## src/rtl/flash_burst_pkg.sv

```systemverilog
package flash_burst_pkg;
   typedef enum logic [2:0] {
      ST_IDLE,
      ST_ADV,
      ST_LAT,
      ST_DATA,
      ST_END
   } fb_state_t;
endpackage

```

## src/rtl/fb_clkdiv.sv

```systemverilog
module fb_clkdiv #(
   parameter bit CLK_QUARTER = 1'b0
) (
   input  logic clk,
   input  logic rst_n,
   input  logic run,
   output logic fl_clk,
   output logic rise_stb
);
   generate
      if (CLK_QUARTER) begin : g_quarter
         logic [1:0] phase;
         always_ff @(posedge clk or negedge rst_n) begin
            if (!rst_n)    phase <= '0;
            else if (!run) phase <= '0;
            else           phase <= phase + 2'd1;
         end
         assign fl_clk   = phase[1];
         assign rise_stb = run && (phase == 2'b01);
      end else begin : g_half
         logic tog;
         always_ff @(posedge clk or negedge rst_n) begin
            if (!rst_n)    tog <= 1'b0;
            else if (!run) tog <= 1'b0;
            else           tog <= ~tog;
         end
         assign fl_clk   = tog;
         assign rise_stb = run && !tog;
      end
   endgenerate
endmodule

```

## src/rtl/fb_capture.sv

```systemverilog
module fb_capture #(
   parameter int DATA_W = 16
) (
   input  logic              clk,
   input  logic              rst_n,
   input  logic              sample,
   input  logic [DATA_W-1:0] din,
   output logic              rd_valid,
   output logic [DATA_W-1:0] rd_data
);
   always_ff @(posedge clk or negedge rst_n) begin
      if (!rst_n) begin
         rd_valid <= 1'b0;
         rd_data  <= '0;
      end else begin
         rd_valid <= sample;
         if (sample) rd_data <= din;
      end
   end
endmodule

```

## src/rtl/fb_seq.sv

```systemverilog
module fb_seq
   import flash_burst_pkg::*;
#(
   parameter int ADDR_W  = 24,
   parameter int NUM_DEV = 2,
   parameter int CNT_W   = 8,
   parameter int LAT_W   = 4,
   parameter int DEV_W   = 1
) (
   input  logic               clk,
   input  logic               rst_n,
   input  logic               req_valid,
   input  logic [DEV_W-1:0]   req_dev,
   input  logic [ADDR_W-1:0]  req_addr,
   input  logic [CNT_W-1:0]   req_len,
   input  logic [LAT_W-1:0]   req_lat,
   input  logic               rise_stb,
   output logic               busy,
   output logic               bus_req,
   output logic               run,
   output logic               sample,
   output logic               adv_n,
   output logic               oe_n,
   output logic               addr_oe,
   output logic [ADDR_W-1:0]  addr_q,
   output logic [NUM_DEV-1:0] ce_n
);
   fb_state_t         state;
   logic [DEV_W-1:0]  dev_q;
   logic [CNT_W-1:0]  words_left;
   logic [LAT_W-1:0]  lat_left;
   logic              on_bus;

   always_ff @(posedge clk or negedge rst_n) begin
      if (!rst_n) begin
         state      <= ST_IDLE;
         dev_q      <= '0;
         addr_q     <= '0;
         words_left <= '0;
         lat_left   <= '0;
      end else begin
         unique case (state)
            ST_IDLE: if (req_valid && (req_len != '0)) begin
               state      <= ST_ADV;
               dev_q      <= req_dev;
               addr_q     <= req_addr;
               words_left <= req_len;
               lat_left   <= req_lat;
            end
            ST_ADV: if (rise_stb) begin
               state <= (lat_left == '0) ? ST_DATA : ST_LAT;
            end
            ST_LAT: if (rise_stb) begin
               lat_left <= lat_left - 1'b1;
               if (lat_left == LAT_W'(1)) state <= ST_DATA;
            end
            ST_DATA: if (rise_stb) begin
               words_left <= words_left - 1'b1;
               if (words_left == CNT_W'(1)) state <= ST_END;
            end
            ST_END:  state <= ST_IDLE;
            default: state <= ST_IDLE;
         endcase
      end
   end

   assign on_bus  = (state == ST_ADV) || (state == ST_LAT) || (state == ST_DATA);
   assign busy    = (state != ST_IDLE);
   assign bus_req = (state != ST_IDLE);
   assign run     = on_bus;
   assign addr_oe = on_bus;
   assign adv_n   = (state != ST_ADV);
   assign oe_n    = !((state == ST_LAT) || (state == ST_DATA));
   assign sample  = (state == ST_DATA) && rise_stb;

   generate
      for (genvar d = 0; d < NUM_DEV; d++) begin : g_ce
         assign ce_n[d] = !(on_bus && (dev_q == DEV_W'(d)));
      end
   endgenerate
endmodule

```

## src/rtl/flash_burst_rd.sv

```systemverilog
module flash_burst_rd #(
   parameter int  DATA_W      = 16,
   parameter int  ADDR_W      = 24,
   parameter int  NUM_DEV     = 2,
   parameter int  CNT_W       = 8,
   parameter int  LAT_W       = 4,
   parameter bit  CLK_QUARTER = 1'b0,
   localparam int DEV_W       = (NUM_DEV > 1) ? $clog2(NUM_DEV) : 1
) (
   input  logic               clk,
   input  logic               rst_n,
   input  logic               req_valid,
   input  logic [DEV_W-1:0]   req_dev,
   input  logic [ADDR_W-1:0]  req_addr,
   input  logic [CNT_W-1:0]   req_len,
   input  logic [LAT_W-1:0]   req_lat,
   output logic               busy,
   output logic               rd_valid,
   output logic [DATA_W-1:0]  rd_data,
   output logic               bus_req,
   output logic               fl_clk,
   output logic               fl_adv_n,
   output logic [NUM_DEV-1:0] fl_ce_n,
   output logic               fl_oe_n,
   output logic               fl_we_n,
   output logic [ADDR_W-1:0]  fl_addr,
   output logic               fl_addr_oe,
   input  logic [DATA_W-1:0]  fl_data_i
);
   generate
      if (!(DATA_W == 8 || DATA_W == 16 || DATA_W == 32)) begin : g_bad_data_w
         $error("flash_burst_rd: DATA_W must be 8, 16 or 32");
      end
      if (ADDR_W < 1 || NUM_DEV < 1 || CNT_W < 1 || LAT_W < 1) begin : g_bad_sizes
         $error("flash_burst_rd: widths and device count must be positive");
      end
   endgenerate

   logic clk_run;
   logic rise_stb;
   logic sample;

   fb_clkdiv #(.CLK_QUARTER(CLK_QUARTER)) u_clkdiv (
      .clk      (clk),
      .rst_n    (rst_n),
      .run      (clk_run),
      .fl_clk   (fl_clk),
      .rise_stb (rise_stb)
   );

   fb_seq #(
      .ADDR_W  (ADDR_W),
      .NUM_DEV (NUM_DEV),
      .CNT_W   (CNT_W),
      .LAT_W   (LAT_W),
      .DEV_W   (DEV_W)
   ) u_seq (
      .clk       (clk),
      .rst_n     (rst_n),
      .req_valid (req_valid),
      .req_dev   (req_dev),
      .req_addr  (req_addr),
      .req_len   (req_len),
      .req_lat   (req_lat),
      .rise_stb  (rise_stb),
      .busy      (busy),
      .bus_req   (bus_req),
      .run       (clk_run),
      .sample    (sample),
      .adv_n     (fl_adv_n),
      .oe_n      (fl_oe_n),
      .addr_oe   (fl_addr_oe),
      .addr_q    (fl_addr),
      .ce_n      (fl_ce_n)
   );

   fb_capture #(.DATA_W(DATA_W)) u_capture (
      .clk      (clk),
      .rst_n    (rst_n),
      .sample   (sample),
      .din      (fl_data_i),
      .rd_valid (rd_valid),
      .rd_data  (rd_data)
   );

   assign fl_we_n = 1'b1;
endmodule

```

## config.mk

```make
export PLATFORM = sky130hd
export DESIGN_NAME = flash_burst_rd
export DESIGN_NICKNAME = d
export VERILOG_FILES = /design/src/rtl/flash_burst_pkg.sv /design/src/rtl/fb_clkdiv.sv /design/src/rtl/fb_capture.sv /design/src/rtl/fb_seq.sv /design/src/rtl/flash_burst_rd.sv
export SDC_FILE = /design/constraint.sdc
export NUM_CORES = 1
export LEC_CHECK = 0
export BUFFER_PORTS_ARGS = -buffer_cell sky130_fd_sc_hd__buf_2
export CORE_UTILIZATION = 50
export CTS_CLUSTER_SIZE = 40
export DETAILED_ROUTE_END_ITERATION = 8
export GPL_TIMING_DRIVEN = 0
export PLACE_DENSITY = 0.84
export SETUP_SLACK_MARGIN = 0.5
export SYNTH_ARGS = -nofsm -noshare
export SYNTH_HDL_FRONTEND = slang
export SYNTH_SLANG_ARGS = --single-unit
export TNS_END_PERCENT = 10
```

## constraint.sdc

```tcl
create_clock -name clk -period 5.6 [get_ports clk]
set_input_delay 0.28 -clock clk [delete_from_list [all_inputs] [get_ports clk]]
set_output_delay 0.28 -clock clk [all_outputs]
set_load 0.01 [all_outputs]
```

==> Yosys cells after proc, flatten, opt, wreduce, memory -nomap -nowiden <==
Index checks and enable logic that the tools add are counted.
{ "op_classes": {"muxes": 15, "bitwise_logic": 2, "n_addsub": 2, "n_eq_ne": 12, "n_reduce_logical": 22} }
{ "op_table": {"columns": ["cell", "n"], "rows": [
  ["3-bit 2-to-1 mux", 6],
  ["8-bit 2-to-1 mux", 2],
  ["8-bit one-hot mux with 2 select lines", 1],
  ["2-bit by 1-bit inequality test with 1-bit output, second input constant", 6],
  ["3-bit one-hot mux with 4 select lines", 1],
  ["8-bit by 1-bit equality test with 1-bit output, second input constant", 1],
  ["4-bit 2-to-1 mux", 2],
  ["4-bit one-hot mux with 2 select lines", 1],
  ["8-bit nonzero test", 1],
  ["8-bit by 1-bit subtractor with 8-bit output, second input constant", 1],
  ["3-bit by 2-bit equality test with 1-bit output, second input constant", 2],
  ["3-bit AND reduction", 2],
  ["6-bit AND reduction", 1],
  ["1-bit logical AND", 5],
  ["4-bit by 1-bit equality test with 1-bit output, second input constant", 1],
  ["1-bit zero test", 4],
  ["4-bit zero test", 1],
  ["2-bit nonzero test", 2],
  ["4-bit by 1-bit subtractor with 4-bit output, second input constant", 1],
  ["3-bit by 1-bit equality test with 1-bit output, second input constant", 1],
  ["3-bit zero test", 1],
  ["1-bit logical OR", 3],
  ["3-bit by 1-bit inequality test with 1-bit output, second input constant", 1],
  ["3-bit nonzero test", 1],
  ["other kinds (3)", 5]
]} }
{ "totals": {"out_inout_bits": 50, "ff_bits": 58} }

==> Depth between registers and ports, before layout <==
{ "depth": {"ltp_word": 6, "depth_mapped": 7, "depth_no_buf": 6} }

==> Cells and area by module <==
A second synthesis with hierarchy kept.
{ "hier_totals": {"hier_cells": 263, "hier_area_um2": 2817.7} }
{ "by_module_without_submodules": {"columns": ["module", "instances", "cells_per_inst", "area_each_um2"], "rows": [
  ["fb_seq", 1, 224, 2093.3],
  ["fb_capture", 1, 35, 674.4],
  ["fb_clkdiv", 1, 2, 38.8],
  ["flash_burst_rd", 1, 2, 11.3]
]} }

==> Worst setup path after synthesis <==
No wires, ideal clock.
{ "synth_timing": {"path_kind": "reg-to-reg", "startpoint": "register u_seq.state[1]", "endpoint": "register u_seq.addr_q[0]", "n_path_buf": 2, "period_less_slack_ps": 1865, "required_time_ps": 5475, "stages_incl_launch_ff": 6, "arrival_ps": 1740, "path_slack_ps": 3735, "cell_sequence": "dfrtp_1 buf_6 or3_4 a211oi_4 buf_6 mux2_4"} }
{ "synth_between": {"elab_chain_len": 2} }
{ "synth_rtl": {"columns": ["element", "line", "rtl"], "rows": [
  ["start, declared", "fb_seq.sv:28", "fb_state_t state;"],
  ["start signal, assigned", "fb_seq.sv:51", "state <= (lat_left == '0) ? ST_DATA : ST_LAT;"],
  ["3-bit zero test", "fb_seq.sv:42", "unique case (state)"],
  ["2-bit AND reduction (no line)", null, null],
  ["end signal, assigned", "fb_seq.sv:46", "addr_q <= req_addr;"],
  ["end, declared", "fb_seq.sv:25", "output logic [ADDR_W-1:0] addr_q,"]
]} }
No other way between the ends.
A chain may end at the register's enable or synchronous reset.

==> Worst setup path in the final report <==
{ "layout_timing": {"startpoint": "register u_seq.state[1]", "endpoint": "register u_seq.addr_q[8]"} }
The elaborated chain is that of the path after synthesis.

==> impl_metrics.xml <==
<?xml version="1.0" encoding="UTF-8"?>
<metrics>
  <group name="placed_design">
    <metric name="gp_congestion" unit="">0.9110</metric>
    <metric name="placement.setup.worst_slack" unit="ps">3551</metric>
    <metric name="dp_cells" unit="">389</metric>
    <metric name="quantity_of_i_o_buffers_inserted_on_ports" unit="">104</metric>
    <metric name="post-dp-hpwl" unit="microns">4290</metric>
  </group>
  <group name="finish">
    <metric name="multi_input_area" unit="sq um">1189</metric>
    <metric name="fin_nets" unit="">391</metric>
    <metric name="share_of_the_core_filled_with_cells" unit="">0.6909</metric>
    <metric name="count_of_antenna_diodes_in_the_layout" unit="">0</metric>
    <metric name="area.growth.synth_to_final" unit="%">29.99</metric>
    <metric name="layout-drive-gt1-share" unit="">0.5075</metric>
    <metric name="layoutNonFillerInstCount" unit="">405</metric>
    <metric name="layout.cells.most_common_list" unit="">buf_2 (105), dfrtp_1 (58), mux2_4 (20), mux2_2 (16), inv_1 (11)</metric>
    <metric name="nFillCells" unit="">392</metric>
    <metric name="sequential_cell_area" unit="sq um">1451</metric>
    <metric name="layout_commonest_cell" unit="">buf_2</metric>
  </group>
  <group name="sta">
    <metric name="tightestPinTransition" unit="ps">717.1</metric>
    <metric name="drv_slew" unit="">0</metric>
    <metric name="fin_setup_tns" unit="ps">0</metric>
    <metric name="fmax" unit="MHz">485.7</metric>
    <metric name="timing_hold_violations_final" unit="">2</metric>
    <metric name="timing.final.ws_setup" unit="ps">3541</metric>
    <metric name="fin_hold_ws" unit="ps">-0.6326</metric>
    <metric name="rsz0062_at_grt" unit="">false</metric>
    <metric name="fin_crit" unit="ps">2059</metric>
    <metric name="setup_violations_final" unit="">0</metric>
    <metric name="post-route-period-util" unit="">0.3676</metric>
    <metric name="max-slew-margin-rel" unit="">0.5219</metric>
    <metric name="finClkSkew" unit="ps">8.259</metric>
  </group>
  <group name="route">
    <metric name="drtPass1Iterations" unit="">5</metric>
    <metric name="route.met2.wl" unit="microns">2943</metric>
    <metric name="route.detailed.wl_per_inst" unit="microns">15.07</metric>
    <metric name="dr.first_iter.drc_count" unit="">83</metric>
    <metric name="routed-via-count" unit="">2151</metric>
    <metric name="wl_met3" unit="microns">400</metric>
    <metric name="topRoutingLayerUsed" unit="">met4</metric>
    <metric name="drc_violations_left" unit="">0</metric>
    <metric name="drt.antenna.violating_nets" unit="">0</metric>
    <metric name="drt-vias-per-instance" unit="">5.311</metric>
    <metric name="wl" unit="microns">6104</metric>
    <metric name="m1WireLength" unit="microns">2689</metric>
  </group>
  <group name="run">
    <metric name="maxCapViolations" unit="">0</metric>
  </group>
  <group name="power_and_ir_drop">
    <metric name="power_density" unit="nW/um^2">635.4</metric>
    <metric name="p_leak" unit="nW">1.728</metric>
    <metric name="peakVddDrop" unit="V">0.0002997</metric>
  </group>
  <group name="critical_path">
    <metric name="path_max_fanout" unit="">10</metric>
    <metric name="timing_worst_setup_path_type" unit="">reg -&gt; reg</metric>
    <metric name="critical_path_arrival" unit="ps">2280</metric>
    <metric name="element_type_at_the_critical_path_end" unit="">flop</metric>
    <metric name="cp_data_required_time" unit="ps">5820</metric>
    <metric name="critical_register_to_register_path_startpoint" unit="">u_seq.state[1]$_DFFE_PN0P_</metric>
    <metric name="worstSetupStartpointType" unit="">flop</metric>
    <metric name="critPathLaunch" unit="">u_seq.state[1]$_DFFE_PN0P_</metric>
  </group>
  <group name="outcome">
    <metric name="result_of_the_run" unit="">complete, but fails checks</metric>
    <metric name="failing_checks" unit="">hold timing</metric>
  </group>
  <group name="synthesis">
    <metric name="number_of_instances_in_the_synthesized_netlist" unit="">215</metric>
    <metric name="ys_seq_area_frac" unit="">0.5246</metric>
    <metric name="synth-edff-count" unit="">0</metric>
    <metric name="netlist_area" unit="sq um">2766</metric>
    <metric name="synth_largest_area_cell" unit="">dfrtp_1</metric>
    <metric name="ys_types" unit="">47</metric>
    <metric name="synth.net_count" unit="">276</metric>
    <metric name="ys_ff_latch" unit="">58</metric>
    <metric name="yosysWarningCount" unit="">0</metric>
    <metric name="dominantRegCellSynth" unit="">dfrtp_1</metric>
    <metric name="ys_top_cells_by_area" unit="">dfrtp_1 (52%), mux2_4 (11%), mux2_2 (6.5%), mux2_1 (2.4%), ha_1 (2.3%)</metric>
    <metric name="synthesis.area_per_instance" unit="sq um">12.87</metric>
    <metric name="synth_async_sr_flop_share" unit="">1.000</metric>
    <metric name="synth_top_area_share" unit="">0.5246</metric>
  </group>
  <group name="clocking">
    <metric name="clkLatencyLatePin" unit="ps">330</metric>
    <metric name="cts.path.max_buffers" unit="">2</metric>
    <metric name="path_clk_slew" unit="ps">70</metric>
    <metric name="clock_tree.htree_level_count" unit="">3</metric>
    <metric name="ctsRootBufferMaster" unit="">clkbuf_8</metric>
    <metric name="tritoncts" unit="">done</metric>
    <metric name="clock_sink_count" unit="">58</metric>
    <metric name="cts_setup_buffers" unit="">0</metric>
    <metric name="post_cts.resized_instances" unit="">0</metric>
    <metric name="cts_inserted_buffers" unit="">9</metric>
    <metric name="cts_hold_repair.buffers" unit="">0</metric>
  </group>
  <group name="floorplan">
    <metric name="fp.dieW" unit="microns">76.38</metric>
    <metric name="fp-row-count" unit="">26</metric>
    <metric name="dieArea" unit="sq um">5834</metric>
    <metric name="die_height" unit="microns">76.38</metric>
    <metric name="boundaryPins" unit="">106</metric>
    <metric name="design.core.area" unit="sq um">5205</metric>
    <metric name="initial_utilization" unit="">0.5315</metric>
  </group>
  <group name="grt">
    <metric name="maximum_number_of_pins_on_one_net_before_global_route_repair" unit="">59</metric>
    <metric name="antenna_found_initial" unit="">0</metric>
    <metric name="grt_pass1_wl" unit="microns">10230</metric>
    <metric name="gr-usage-all-layers" unit="">0.2276</metric>
    <metric name="gr-total-overflow" unit="">0</metric>
    <metric name="grt_pass1_vias" unit="">2227</metric>
  </group>
  <group name="min_path">
    <metric name="worst_hold_path_type" unit="">in -&gt; async</metric>
  </group>
</metrics>
[layout make-up]
cell class / instances / area share
flip-flops and latches: 58 / 0.4036
clock buffers: 11 / 0.03932
inverters: 11 / 0.01148
repair buffers: 104 / 0.1454
plain buffers: 12 / 0.02366
well taps: 70 / 0.02436
multi-input cells: 134 / 0.3305
clock inverters: 5 / 0.02157
[final timing paths]
path | endpoint | slack [ps] | depth (start not counted)
setup / recovery | u_seq.addr_q[8]$_DFFE_PN0P_ | 3540 | 5
hold / removal | u_seq.lat_left[3]$_DFFE_PN0P_ | -0.6 | 1
setup reg to reg | u_seq.addr_q[8]$_DFFE_PN0P_ | 3540 | 5
hold reg to reg | u_seq.addr_q[19]$_DFFE_PN0P_ | 490 | 1
max in group asynchronous | u_capture.rd_data[5]$_DFFE_PN0P_ | 5120 | 1
min in group clk | u_seq.addr_q[19]$_DFFE_PN0P_ | 160 | 2
[Yosys cell counts, drive strengths merged (2+ instances only)]
cell type	number
nand2	7
o2bb2ai	3
o221ai	4
nand3	2
nand3b	2
dfrtp	58
a21oi	4
o221a	3
a41oi	2
buf	9
nor2b	3
o22a	3
nor2	9
o21ai	8
nor3	4
a22oi	2
nor4	5
mux2	42
ha	5
inv	11
or3	3
nand2b	4
or2	3
clkbuf	3
a31oi	2
[metrics by stage]
| step | total power, W | cell area [sq um] | hold WS [ps] |
|---|---|---|---|
| 6_report | 0.002285 | 3596 | -0.6326 |
| 5_1_grt | 0.002441 | 3596 | 57.29 |
| 4_1_cts | 0.002304 | 3593 | 138.1 |
| 3_5_place_dp | 0.001861 | 3374 | 472.1 |
| 3_3_place_gp | 0.001820 | 3374 | 463.3 |
| 2_1_floorplan | 0.001506 | 2766 | -15.59 |
[where the power goes]
group | internal [W] | switching, W | leakage, nW | total (W)
registers | 0.000640 | 0.000147 | 0.687 | 0.000786
logic | 0.000555 | 0.000517 | 0.931 | 0.00107
clock network | 0.000261 | 0.000165 | 0.109 | 0.000426
total | 0.00146 | 0.000829 | 1.73 | 0.00228
[critical path, stage by stage, from the launching register on]
cell and delay, ps:
dfrtp_1 370, buf_6 140, or3_4 390, a211oi_4 470, buf_6 250, mux2_4 320
[cell families (layout without fill, tap and decap cells)]
logic type      Yosys count  count (layout)  share of synthesized area
flops                    58              58                     0.5246
compound gates           40              40                     0.1131
other cells               1               1                   0.001356
simple gates             46              46                    0.09453
mux                      42              42                     0.1981
fa+ha+maj                 5               5                    0.02261
buf+inv                  23             143                    0.04568
[per-layer routing]
metal  global-route usage  up-vias
li1                     -     1013
met4               0.1019        0
met1               0.2772     1037
met2               0.3676       94
met5                    0        -
met3              0.07545        7
[sequential cells by signal (all words and copies together), names as in the netlist]
signal and count:
u_capture.rd_valid 1, u_seq.dev_q 1, u_seq.lat_left 4, u_capture.rd_data 16
u_seq.addr_q 24, u_seq.state 3, u_clkdiv.fl_clk 1, u_seq.words_left 8
No activity file was read; power rests on OpenSTA's default activity.
